File: src/rtl/rtc_pkg.sv
package rtc_pkg;
  localparam int N_REGS = 7;
  localparam int ADDR_W = 3;

  typedef enum logic [ADDR_W-1:0] {
    A_SEC = 3'd0, A_MIN = 3'd1, A_HOUR = 3'd2, A_DATE = 3'd3,
    A_MONTH = 3'd4, A_YEAR = 3'd5, A_DOW = 3'd6, A_NONE = 3'd7
  } reg_addr_e;

  // BCD increment of a two-digit byte; callers handle wrap limits.
  function automatic logic [7:0] bcd_inc(input logic [7:0] v);
    if (v[3:0] == 4'd9) return {v[7:4] + 4'd1, 4'd0};
    return {v[7:4], v[3:0] + 4'd1};
  endfunction

  // Year divisible by four: tens even with units 0/4/8, tens odd with units 2/6.
  function automatic logic is_leap(input logic [7:0] yr);
    if (yr[4] == 1'b0) return (yr[3:0] == 4'd0) || (yr[3:0] == 4'd4) || (yr[3:0] == 4'd8);
    return (yr[3:0] == 4'd2) || (yr[3:0] == 4'd6);
  endfunction

  function automatic logic [7:0] last_day(input logic [7:0] mo, input logic leap);
    case (mo)
      8'h02: return leap ? 8'h29 : 8'h28;
      8'h04, 8'h06, 8'h09, 8'h11: return 8'h30;
      default: return 8'h31;
    endcase
  endfunction

  function automatic logic [7:0] field_mask(input logic [ADDR_W-1:0] a);
    case (a)
      A_SEC, A_MIN: return 8'h7F;
      A_HOUR:       return 8'hBF;
      A_DATE:       return 8'h3F;
      A_MONTH:      return 8'h1F;
      A_YEAR:       return 8'hFF;
      A_DOW:        return 8'h07;
      default:      return 8'h00;
    endcase
  endfunction
endpackage

File: src/rtl/rtc_prescaler.sv
module rtc_prescaler #(
  parameter int PRESCALE      = 32768,
  parameter int TRIM_PERIOD_S = 2,
  parameter int TRIM_W        = 3
) (
  input  logic              clk,
  input  logic              rst,
  input  logic              run,
  input  logic              restart,
  input  logic              tick_en,
  input  logic [TRIM_W-1:0] trim_code,
  output logic              sec_pulse
);
  localparam int MAG_MAX = (1 << (TRIM_W - 1)) - 1;
  localparam int CW      = $clog2(PRESCALE + MAG_MAX + 1);
  localparam int SW      = (TRIM_PERIOD_S > 1) ? $clog2(TRIM_PERIOD_S) : 1;

  logic [CW-1:0] cnt_q, limit, mag;
  logic [SW-1:0] sidx_q;
  logic          trim_now, at_limit;

  always_comb begin
    trim_now = (sidx_q == SW'(TRIM_PERIOD_S - 1));
    mag      = CW'(trim_code[TRIM_W-2:0]);
    limit    = CW'(PRESCALE - 1);
    if (trim_now) limit = trim_code[TRIM_W-1] ? (limit + mag) : (limit - mag);
    at_limit  = (cnt_q == limit);
    sec_pulse = run && tick_en && at_limit && !restart;
  end

  always_ff @(posedge clk) begin
    if (rst || !run || restart) begin
      cnt_q  <= '0;
      sidx_q <= '0;
    end else if (tick_en) begin
      if (at_limit) begin
        cnt_q  <= '0;
        sidx_q <= trim_now ? '0 : sidx_q + SW'(1);
      end else begin
        cnt_q <= cnt_q + CW'(1);
      end
    end
  end

  p_cnt_bound_r11: assert property (@(posedge clk) disable iff (rst)
    cnt_q <= CW'(PRESCALE - 1 + MAG_MAX));
  p_idle_r6: assert property (@(posedge clk) disable iff (rst)
    !run |=> (cnt_q == '0));
  p_restart_r8: assert property (@(posedge clk) disable iff (rst)
    restart |=> (cnt_q == '0) && (sidx_q == '0));
endmodule

File: src/rtl/rtc_time_chain.sv
module rtc_time_chain
  import rtc_pkg::*;
(
  input  logic                    clk,
  input  logic                    rst,
  input  logic                    sec_pulse,
  input  logic                    wr_acc,
  input  logic [ADDR_W-1:0]       wr_addr,
  input  logic [7:0]              wr_data,
  output logic                    running,
  output logic [N_REGS-1:0][7:0]  time_q
);
  logic [N_REGS-1:0][7:0] nxt;
  logic c_min, c_hour, c_day, c_mon, c_year, pm;
  logic [7:0] hv;

  always_comb begin
    nxt    = time_q;
    c_min  = 1'b0;
    c_hour = 1'b0;
    c_day  = 1'b0;
    c_mon  = 1'b0;
    c_year = 1'b0;
    pm     = time_q[A_HOUR][5];
    hv     = 8'h00;
    // seconds
    if (time_q[A_SEC] == 8'h59) begin
      nxt[A_SEC] = 8'h00;
      c_min      = 1'b1;
    end else nxt[A_SEC] = bcd_inc(time_q[A_SEC]);
    // minutes
    if (c_min) begin
      if (time_q[A_MIN] == 8'h59) begin
        nxt[A_MIN] = 8'h00;
        c_hour     = 1'b1;
      end else nxt[A_MIN] = bcd_inc(time_q[A_MIN]);
    end
    // hours
    if (c_hour) begin
      if (time_q[A_HOUR][7]) begin
        hv = {3'b000, time_q[A_HOUR][4:0]};
        if (hv == 8'h12) nxt[A_HOUR] = {2'b10, pm, 5'h01};
        else if (hv == 8'h11) begin
          nxt[A_HOUR] = {2'b10, ~pm, 5'h12};
          c_day       = pm;
        end else nxt[A_HOUR] = {2'b10, pm, bcd_inc(hv)[4:0]};
      end else begin
        hv = {2'b00, time_q[A_HOUR][5:0]};
        if (hv == 8'h23) begin
          nxt[A_HOUR] = 8'h00;
          c_day       = 1'b1;
        end else nxt[A_HOUR] = {2'b00, bcd_inc(hv)[5:0]};
      end
    end
    // day of week and date
    if (c_day) begin
      nxt[A_DOW] = (time_q[A_DOW] == 8'h06) ? 8'h00 : time_q[A_DOW] + 8'h01;
      if (time_q[A_DATE] == last_day(time_q[A_MONTH], is_leap(time_q[A_YEAR]))) begin
        nxt[A_DATE] = 8'h01;
        c_mon       = 1'b1;
      end else nxt[A_DATE] = bcd_inc(time_q[A_DATE]);
    end
    // month and year
    if (c_mon) begin
      if (time_q[A_MONTH] == 8'h12) begin
        nxt[A_MONTH] = 8'h01;
        c_year       = 1'b1;
      end else nxt[A_MONTH] = bcd_inc(time_q[A_MONTH]);
    end
    if (c_year) nxt[A_YEAR] = (time_q[A_YEAR] == 8'h99) ? 8'h00 : bcd_inc(time_q[A_YEAR]);
  end

  always_ff @(posedge clk) begin
    if (rst) begin
      time_q  <= '0;
      running <= 1'b0;
    end else if (wr_acc) begin
      time_q[wr_addr] <= wr_data & field_mask(wr_addr);
      running         <= 1'b1;
    end else if (running && sec_pulse) begin
      time_q <= nxt;
    end
  end

  p_frozen_r6: assert property (@(posedge clk) disable iff (rst)
    (!running && !wr_acc) |=> $stable(time_q));
  p_sec_wrap_r1: assert property (@(posedge clk) disable iff (rst)
    (running && sec_pulse && !wr_acc && time_q[A_SEC] == 8'h59) |=> (time_q[A_SEC] == 8'h00));
  p_write_wins_r8: assert property (@(posedge clk) disable iff (rst)
    (wr_acc && wr_addr == A_SEC) |=> (time_q[A_SEC] == ($past(wr_data) & 8'h7F)));
  p_dow_wrap_r2: assert property (@(posedge clk) disable iff (rst)
    (running && !wr_acc && time_q[A_DOW] == 8'h06 && $changed(time_q[A_DOW])) |-> $past(time_q[A_DOW]) == 8'h05);
endmodule

File: src/rtl/rtc_snapshot.sv
module rtc_snapshot
  import rtc_pkg::*;
(
  input  logic                   clk,
  input  logic                   rst,
  input  logic                   cap,
  input  logic [N_REGS-1:0][7:0] live,
  input  logic [ADDR_W-1:0]      rd_addr,
  output logic [7:0]             rd_data
);
  logic [N_REGS-1:0][7:0] snap_q;

  always_ff @(posedge clk) begin
    if (rst) begin
      snap_q  <= '0;
      rd_data <= 8'h00;
    end else begin
      if (cap) snap_q <= live;
      rd_data <= (int'(rd_addr) < N_REGS) ? snap_q[rd_addr] : 8'h00;
    end
  end

  p_snap_hold_r9: assert property (@(posedge clk) disable iff (rst)
    !cap |=> $stable(snap_q));
  p_snap_take_r9: assert property (@(posedge clk) disable iff (rst)
    cap |=> (snap_q == $past(live)));
  p_hole_reads_zero_r12: assert property (@(posedge clk) disable iff (rst)
    (rd_addr == A_NONE) |=> (rd_data == 8'h00));
endmodule

File: src/rtl/rtc_calendar_core.sv
module rtc_calendar_core
  import rtc_pkg::*;
#(
  parameter int PRESCALE      = 32768,
  parameter int TRIM_PERIOD_S = 2
) (
  input  logic              clk,
  input  logic              rst,
  input  logic              tick_en,
  input  logic              wr_unlock,
  input  logic              wr_en,
  input  logic [ADDR_W-1:0] wr_addr,
  input  logic [7:0]        wr_data,
  input  logic              rd_req,
  input  logic [ADDR_W-1:0] rd_addr,
  input  logic [2:0]        trim_code,
  output logic [7:0]        rd_data
);
  logic                   wr_acc, running, sec_pulse;
  logic [N_REGS-1:0][7:0] live;

  assign wr_acc = wr_en && wr_unlock && (int'(wr_addr) < N_REGS);

  rtc_prescaler #(.PRESCALE(PRESCALE), .TRIM_PERIOD_S(TRIM_PERIOD_S), .TRIM_W(3)) u_pre (
    .clk(clk), .rst(rst), .run(running), .restart(wr_acc),
    .tick_en(tick_en), .trim_code(trim_code), .sec_pulse(sec_pulse)
  );

  rtc_time_chain u_chain (
    .clk(clk), .rst(rst), .sec_pulse(sec_pulse), .wr_acc(wr_acc),
    .wr_addr(wr_addr), .wr_data(wr_data), .running(running), .time_q(live)
  );

  rtc_snapshot u_snap (
    .clk(clk), .rst(rst), .cap(rd_req), .live(live),
    .rd_addr(rd_addr), .rd_data(rd_data)
  );

  p_locked_r7: assert property (@(posedge clk) disable iff (rst)
    (wr_en && !wr_unlock && !running) |=> $stable(live) && !running);
endmodule

File: config.mk
export PLATFORM = sky130hd
export DESIGN_NAME = rtc_calendar_core
export DESIGN_NICKNAME = d
export VERILOG_FILES = /design/src/rtl/rtc_pkg.sv /design/src/rtl/rtc_prescaler.sv /design/src/rtl/rtc_time_chain.sv /design/src/rtl/rtc_snapshot.sv /design/src/rtl/rtc_calendar_core.sv
export SDC_FILE = /design/constraint.sdc
export NUM_CORES = 1
export LEC_CHECK = 0
export BUFFER_PORTS_ARGS = -buffer_cell sky130_fd_sc_hd__buf_2
export CAP_MARGIN = 10
export CORE_MARGIN = 2
export CORE_UTILIZATION = 45
export CTS_CLUSTER_DIAMETER = 40
export DETAILED_ROUTE_END_ITERATION = 8
export GPL_ROUTABILITY_DRIVEN = 0
export PLACE_DENSITY_LB_ADDON = 0.1
export SYNTH_ARGS = -nofsm -noshare
export SYNTH_HDL_FRONTEND = slang
export SYNTH_SLANG_ARGS = --single-unit
File: constraint.sdc
create_clock -name clk -period 3.3 [get_ports clk]
set_input_delay 0.165 -clock clk [delete_from_list [all_inputs] [get_ports clk]]
set_output_delay 0.165 -clock clk [all_outputs]
set_load 0.03 [all_outputs]
* Word-level counts from Yosys, hierarchy flattened
Cells that the tools add are included.
Storage, ports and cells: flip-flop bits (word level) 138, output and inout port bits 8, input bits 23, word-level logic and storage cells 214
Cells by class: bitwise logic cells 3, $add $sub $neg 18, eq/ne operators 34, $lt $le $gt $ge 5, reductions and logical operators 44, muxes and demuxes 85
Operators by type and width (number):
- two-way mux 8 bit | 29
- two-way mux 56 bit | 2
- bitwise mux 56 bit | 1
- two-way mux 16 bit | 3
- case mux 8 bit (6 select lines) | 1
- adder 4 x 1 -> 4 bit (second input constant) | 11
- two-way mux 1 bit | 40
- == test 4 bit (second input constant) | 7
- binary-select mux 8 bit (select 3 bit) | 1
- demux 8 bit (select 3 bit) | 1
- == test 8 x 3 -> 1 bit (second input constant) | 3
- two-way mux 6 bit | 4
- adder 15 x 2 -> 16 bit (first input constant) | 1
- adder 16 x 1 -> 16 bit (second input constant) | 1
- == test 16 bit | 1
- == test 8 x 5 -> 1 bit (second input constant) | 2
- == test 8 x 7 -> 1 bit (second input constant) | 2
- case mux 8 bit (2 select lines) | 1
- subtractor 15 x 2 -> 16 bit (first input constant) | 1
- nonzero test 3 bit | 5
- AND reduction 2 bit | 7
- AND reduction 3 bit | 4
- nonzero test 2 bit | 6
- == test 5 bit (second input constant) | 2
- 31 further kinds | 53

* Depth between registers and ports, before layout
depth after elaboration 21, depth in mapped cells 10, depth with buffers taken out 9

* Modules after synthesis
Synthesis repeated with hierarchy kept, for this count alone.
Second synthesis, totals: cell total of the unflattened synthesis 838, area, all modules 7354.6 µm²
By module, submodules not included:
- rtc_time_chain | sequential area each 1141.1 µm², cells each 496, instances 1, area each 3866.2 µm²
- rtc_snapshot | sequential area each 1281.2 µm², cells each 237, instances 1, area each 2576.2 µm²
- rtc_prescaler | sequential area each 340.3 µm², cells each 103, instances 1, area each 902.1 µm²
- rtc_calendar_core | sequential area each 0.0 µm², cells each 2, instances 1, area each 10.0 µm²

* Worst setup path before layout
No wires, ideal clock.
path type reg2reg, start reg u_chain.time_q[36] (netlist name), end reg u_chain.time_q[35] (netlist name), stages on the path, launching flop included 9, slack 0.702 ns, period minus slack after synthesis 2.598 ns, buffers on the path 0, arrival 2.507 ns, data required time 3.209 ns, setup time 0.091 ns, path through dfxtp_1 -> inv_1 -> ha_1 -> mux2_2 -> a32o_1 -> a32o_1 -> or3_4 -> or4_1 -> a311oi_1
On the way: word-level cells in the longest chain between the ends 9, elaborated cells between the ends (all ways) 18, classes of those cells eq/ne: 7; mux: 8; reduce/logical: 3
RTL lines:
- from (decl) | RTL line rtc_time_chain.sv:11 | output logic [N_REGS-1:0][7:0] time_q
- from (signal, indexed assignment) | RTL line rtc_time_chain.sv:78 | time_q[wr_addr] <= wr_data & field_mask(wr_addr);
- from (signal assigned) | RTL line rtc_time_chain.sv:81 | time_q <= nxt;
- == test 8 x 3 -> 1 bit (tied with other cells) | RTL line rtc_pkg.sv:23 | case (mo)
- OR reduction 4 bit | RTL line rtc_pkg.sv:23
- case mux 8 bit (2 select lines) | RTL line rtc_pkg.sv:23
- two-way mux 8 bit | RTL line rtc_time_chain.sv:56 | if (c_day) begin
- == test 8 bit | RTL line rtc_time_chain.sv:58 | if (time_q[A_DATE] == last_day(time_q[A_MONTH], is_leap(time_q[A_YEAR]))) begin
- two-way mux 1 bit | RTL line rtc_time_chain.sv:58
- two-way mux 1 bit | RTL line rtc_time_chain.sv:56
- nonzero test 2 bit (no line)
- AND reduction 2 bit (no line)
Several ways; a longest one is shown, not always the timed one. The select of a mux whose other input is x is not followed. A chain may end at the register's enable or synchronous reset.

* Worst setup path in the final report
start reg u_chain.time_q[36] (netlist name), end reg u_chain.time_q[37] (netlist name)
On the way: word-level cells in the longest chain between the ends 9, elaborated cells between the ends (all ways) 22, classes of those cells add/sub: 1; eq/ne: 7; mux: 10; reduce/logical: 4
RTL lines (RTL line):
- == test 8 x 3 -> 1 bit (tied with other cells) | rtc_pkg.sv:23
- OR reduction 4 bit | rtc_pkg.sv:23
- case mux 8 bit (2 select lines) | rtc_pkg.sv:23
- two-way mux 8 bit | rtc_time_chain.sv:56
- == test 8 bit | rtc_time_chain.sv:58
- two-way mux 1 bit | rtc_time_chain.sv:58
- two-way mux 1 bit | rtc_time_chain.sv:56
- nonzero test 2 bit (no line)
- AND reduction 3 bit (no line)
Several ways; a longest one is shown, not always the timed one. The select of a mux whose other input is x is not followed.

==> key figures <==
Outcome
  • Status: complete, no violations

Global route
  • GR Overflow Total: 0
  • Met3 GRT Util: 5.67%
  • Tot GR Track Use: 24.2%
  • Busiest layer in global routing: met2
  • Number of global-route vias before repair: 6053
  • GR met1 Demand/Resource: 31.4%
  • Largest net degree at the start of global routing: 75
  • First-pass GRT wire length: 32.6 mm
  • GR Util met2: 38.5%
  • Initial antenna violation count: 1

CTS
  • Worst skew pair latency: 0.43 ns
  • H-tree depth: 4
  • Clock sink total: 138
  • Post-CTS Hold Buffers: 0
  • CTS tree: done
  • CTS Root Cell: clkbuf_16
  • # resized after CTS: 0
  • Clock buffer depth: 2
  • Clk pin slew, worst setup/hold paths: 0.06 ns
  • Total CTS buffers: 17
  • Postcts setup bufs: 0

STA
  • Fin Hold WS: 0.0597 ns
  • Sum of negative setup slack: 0 ns
  • Worst-Margin Slew: 0.808 ns
  • Fmax: 342 MHz
  • Crit path time final: 2.92 ns
  • # setup viols final: 0
  • Final hold vios: 0
  • Period Utilization, post-route: 88.6%
  • Rel. slew slack: 46.2%
  • Fin Clk Skew: 0.0129 ns
  • RSZ-0062 raised after global routing: false
  • Final max-slew violation count: 0

Synthesis
  • Main synth FF type: dfxtp_1
  • Cells after synthesis: 846
  • Number of synthesized flops with an enable pin: 0
  • Top cells by area, synth: dfxtp_1 38%, mux2i_1 11%, nor2_1 7.2%, ha_1 3.6%, nand2_1 2.9%
  • Syn avg cell area: 8.62 um^2
  • Post-synthesis sequential area ratio: 37.9%
  • Cell taking the most area after synthesis: dfxtp_1
  • Syn Std Cell Area: 0.00729 mm^2
  • Yosys reg bits: 138
  • Syn nets: 890
  • Ys Warns: 0
  • Post-synth top area share: 37.9%
  • Synth unique cells: 67
  • Ys async rst share: 0%

Power
  • Total leakage power: 3.22 nW
  • Internal Power: 2.82 mW
  • P_sw: 949 uW
  • Worst vdd ir: 309 uV
  • Clock network power share: 49.3%
  • Net Sw Frac: 25.2%
  • Logic gate share of total power: 5.9%
  • Sequential share of power: 44.9%
  • Pwr/cell area: 458 mW/mm^2

Place
  • Post-DP HPWL: 15.0 mm
  • Count of input and output buffers: 30

Finish
  • Area Growth Syn to Fin: 12.8%
  • Commonest non-fill, non-tap cell in the layout: nor2_1
  • Layout Nets: 908
  • Layout cells sized above 1: 10.5%
  • ANT cells: 0
  • Commonest non-fill, non-tap cells in the layout: 140 x nor2_1, 138 x dfxtp_1, 81 x mux2i_1
  • Fill cell count: 1550

Floorplan
  • Die Wd: 131 um
  • Site row count: 46
  • Core footprint: 0.0159 mm^2
  • I/O Pins: 31
  • Area of the die: 0.0172 mm^2
  • Starting density of the core: 45.9%
  • Die Ht: 131 um

Worst setup path
  • Crit-path leading delay family: compound AO/OA/AOI/OAI gates
  • Worst path buffer plus inverter count: 1
  • Worst setup SP type: flop
  • Setup slack, reg-to-reg: 0.38 ns
  • Crit path largest cell delay: 0.44 ns
  • CP endpoint kind: flop
  • Crit-path most repeated cell: a32o_1
  • CP required: 3.61 ns
  • Worst path slowest cell: dfxtp_1
  • CP Class: flop to flop
  • CP Max Fanout: 6
  • Crit path DAT: 3.23 ns
  • CP Cell Sequence: inv_1 -> ha_1 -> mux2_2 -> a32o_1 -> a32o_1 -> or3_4 -> o21ai_1 -> o21ai_0 -> a32o_1

Route
  • Antenna Nets Post-Route: 0
  • Drc violations: 0
  • Vias post-DR: 6427
  • Wire length per cell: 18.7 um
  • Drt total wl: 20.5 mm
  • First drt pass iteration count: 5
  • Initial detailed-routing violation count: 611
  • DR vias/cell: 5.88

Min path
  • Worst Hold Class: primary input to flop

Flow run
  • Max cap viols: 0
-- synthesized netlist by cell type (all sizes together) (5+ instances only) --
master	instances
nor2b	9
o22ai	16
mux2i	81
dfxtp	138
nand4	12
or4	8
or3	7
nand3	27
inv	27
buf	7
ha	21
and3	13
nor2	140
a211oi	9
a21oi	26
nand2	56
nor4	10
nor3	10
a32o	6
o32ai	5
clkbuf	36
o21ai	43
o211a	7
mux4	8
xnor2	12
nand2b	9
xor2	15
nand3b	11
a31oi	7
-- worst register-to-register path: stages (launching register included) --
cell	delay, ns
dfxtp_1	0.44
inv_1	0.10
ha_1	0.26
mux2_2	0.28
a32o_1	0.23
a32o_1	0.30
or3_4	0.41
o21ai_1	0.32
o21ai_0	0.19
a32o_1	0.29
-- final timing paths --
check                                     endpoint               start  cells past startpoint
worst min register to register        u_pre.sidx_q     u_chain.running                      2
worst max register to register  u_chain.time_q[37]  u_chain.time_q[36]                      9
worst min-delay path            u_chain.time_q[48]          wr_data[0]                      3
worst max-delay path            u_chain.time_q[37]  u_chain.time_q[36]                      9
-- flip-flops by register name, summed over array words and instances (netlist names) --
register,flops
u_snap.rd_data,8
u_pre.sidx_q,1
u_snap.snap_q,56
u_chain.time_q,56
u_chain.running,1
u_pre.cnt_q,16
-- through the flow --
| stage | utilization (%) | total power [mW] | setup WS (ns) | instance area (um^2) | cells |
|---|---|---|---|---|---|
| finish | 51.8 | 3.77 | 0.376 | 8230 | 1093 |
| global route | 51.8 | 3.90 | 0.219 | 8230 | 1093 |
| CTS | 51.8 | 3.81 | 0.400 | 8230 | 1093 |
| detailed placement | 48.2 | 1.95 | 0.392 | 7650 | 1061 |
| global placement | 48.2 | 1.94 | 0.479 | 7650 | 1061 |
| floorplan | - | 1.87 | 0.702 | 7290 | 846 |
-- area by class of cell --
type	count	area, um^2	share of cell area (%)
Clock buffer	18	439	5.34
Clock inverter	14	139	1.69
Inverter	27	101	1.23
Multi-Input combinational cell	638	4260	51.8
Sequential cell	138	2760	33.6
Tap cell	216	270	3.28
Timing Repair Buffer	42	255	3.10
-- layer usage --
layer  vias up  share of wire [%]  routed length, um
met1      3084                 45               9200
met5         -              0.039                  8
met2       194                 47               9550
met3        38                5.8               1190
met4         2                2.6                538
li1       3109                  -                  -
-- power by group through the flow --
| stage | clock [mW] | combinational, mW | sequential, mW |
|---|---|---|---|
| 6_report | 1.86 | 0.221 | 1.69 |
| 2_1_floorplan | 0 | 0.154 | 1.72 |
| 3_5_place_dp | 0 | 0.218 | 1.73 |
| 4_1_cts | 1.90 | 0.219 | 1.69 |
| 5_1_grt | 1.97 | 0.239 | 1.69 |
| 3_3_place_gp | 0 | 0.216 | 1.73 |
-- cells by family (layout without fill, tap and decap cells) --
| logic type | after synthesis | in the layout | synth area share, % |
|---|---|---|---|
| adder cells (fa/ha/maj) | 21 | 21 | 3.60 |
| AND/OR/NAND/NOR | 337 | 337 | 22.7 |
| XOR/XNOR | 27 | 27 | 3.24 |
| AO/OA/AOI/OAI | 162 | 162 | 15.0 |
| buffers and inverters | 70 | 101 | 3.70 |
| multiplexers | 91 | 91 | 13.9 |
| flip-flops | 138 | 138 | 37.9 |
Power figures use the tool's default switching activity.
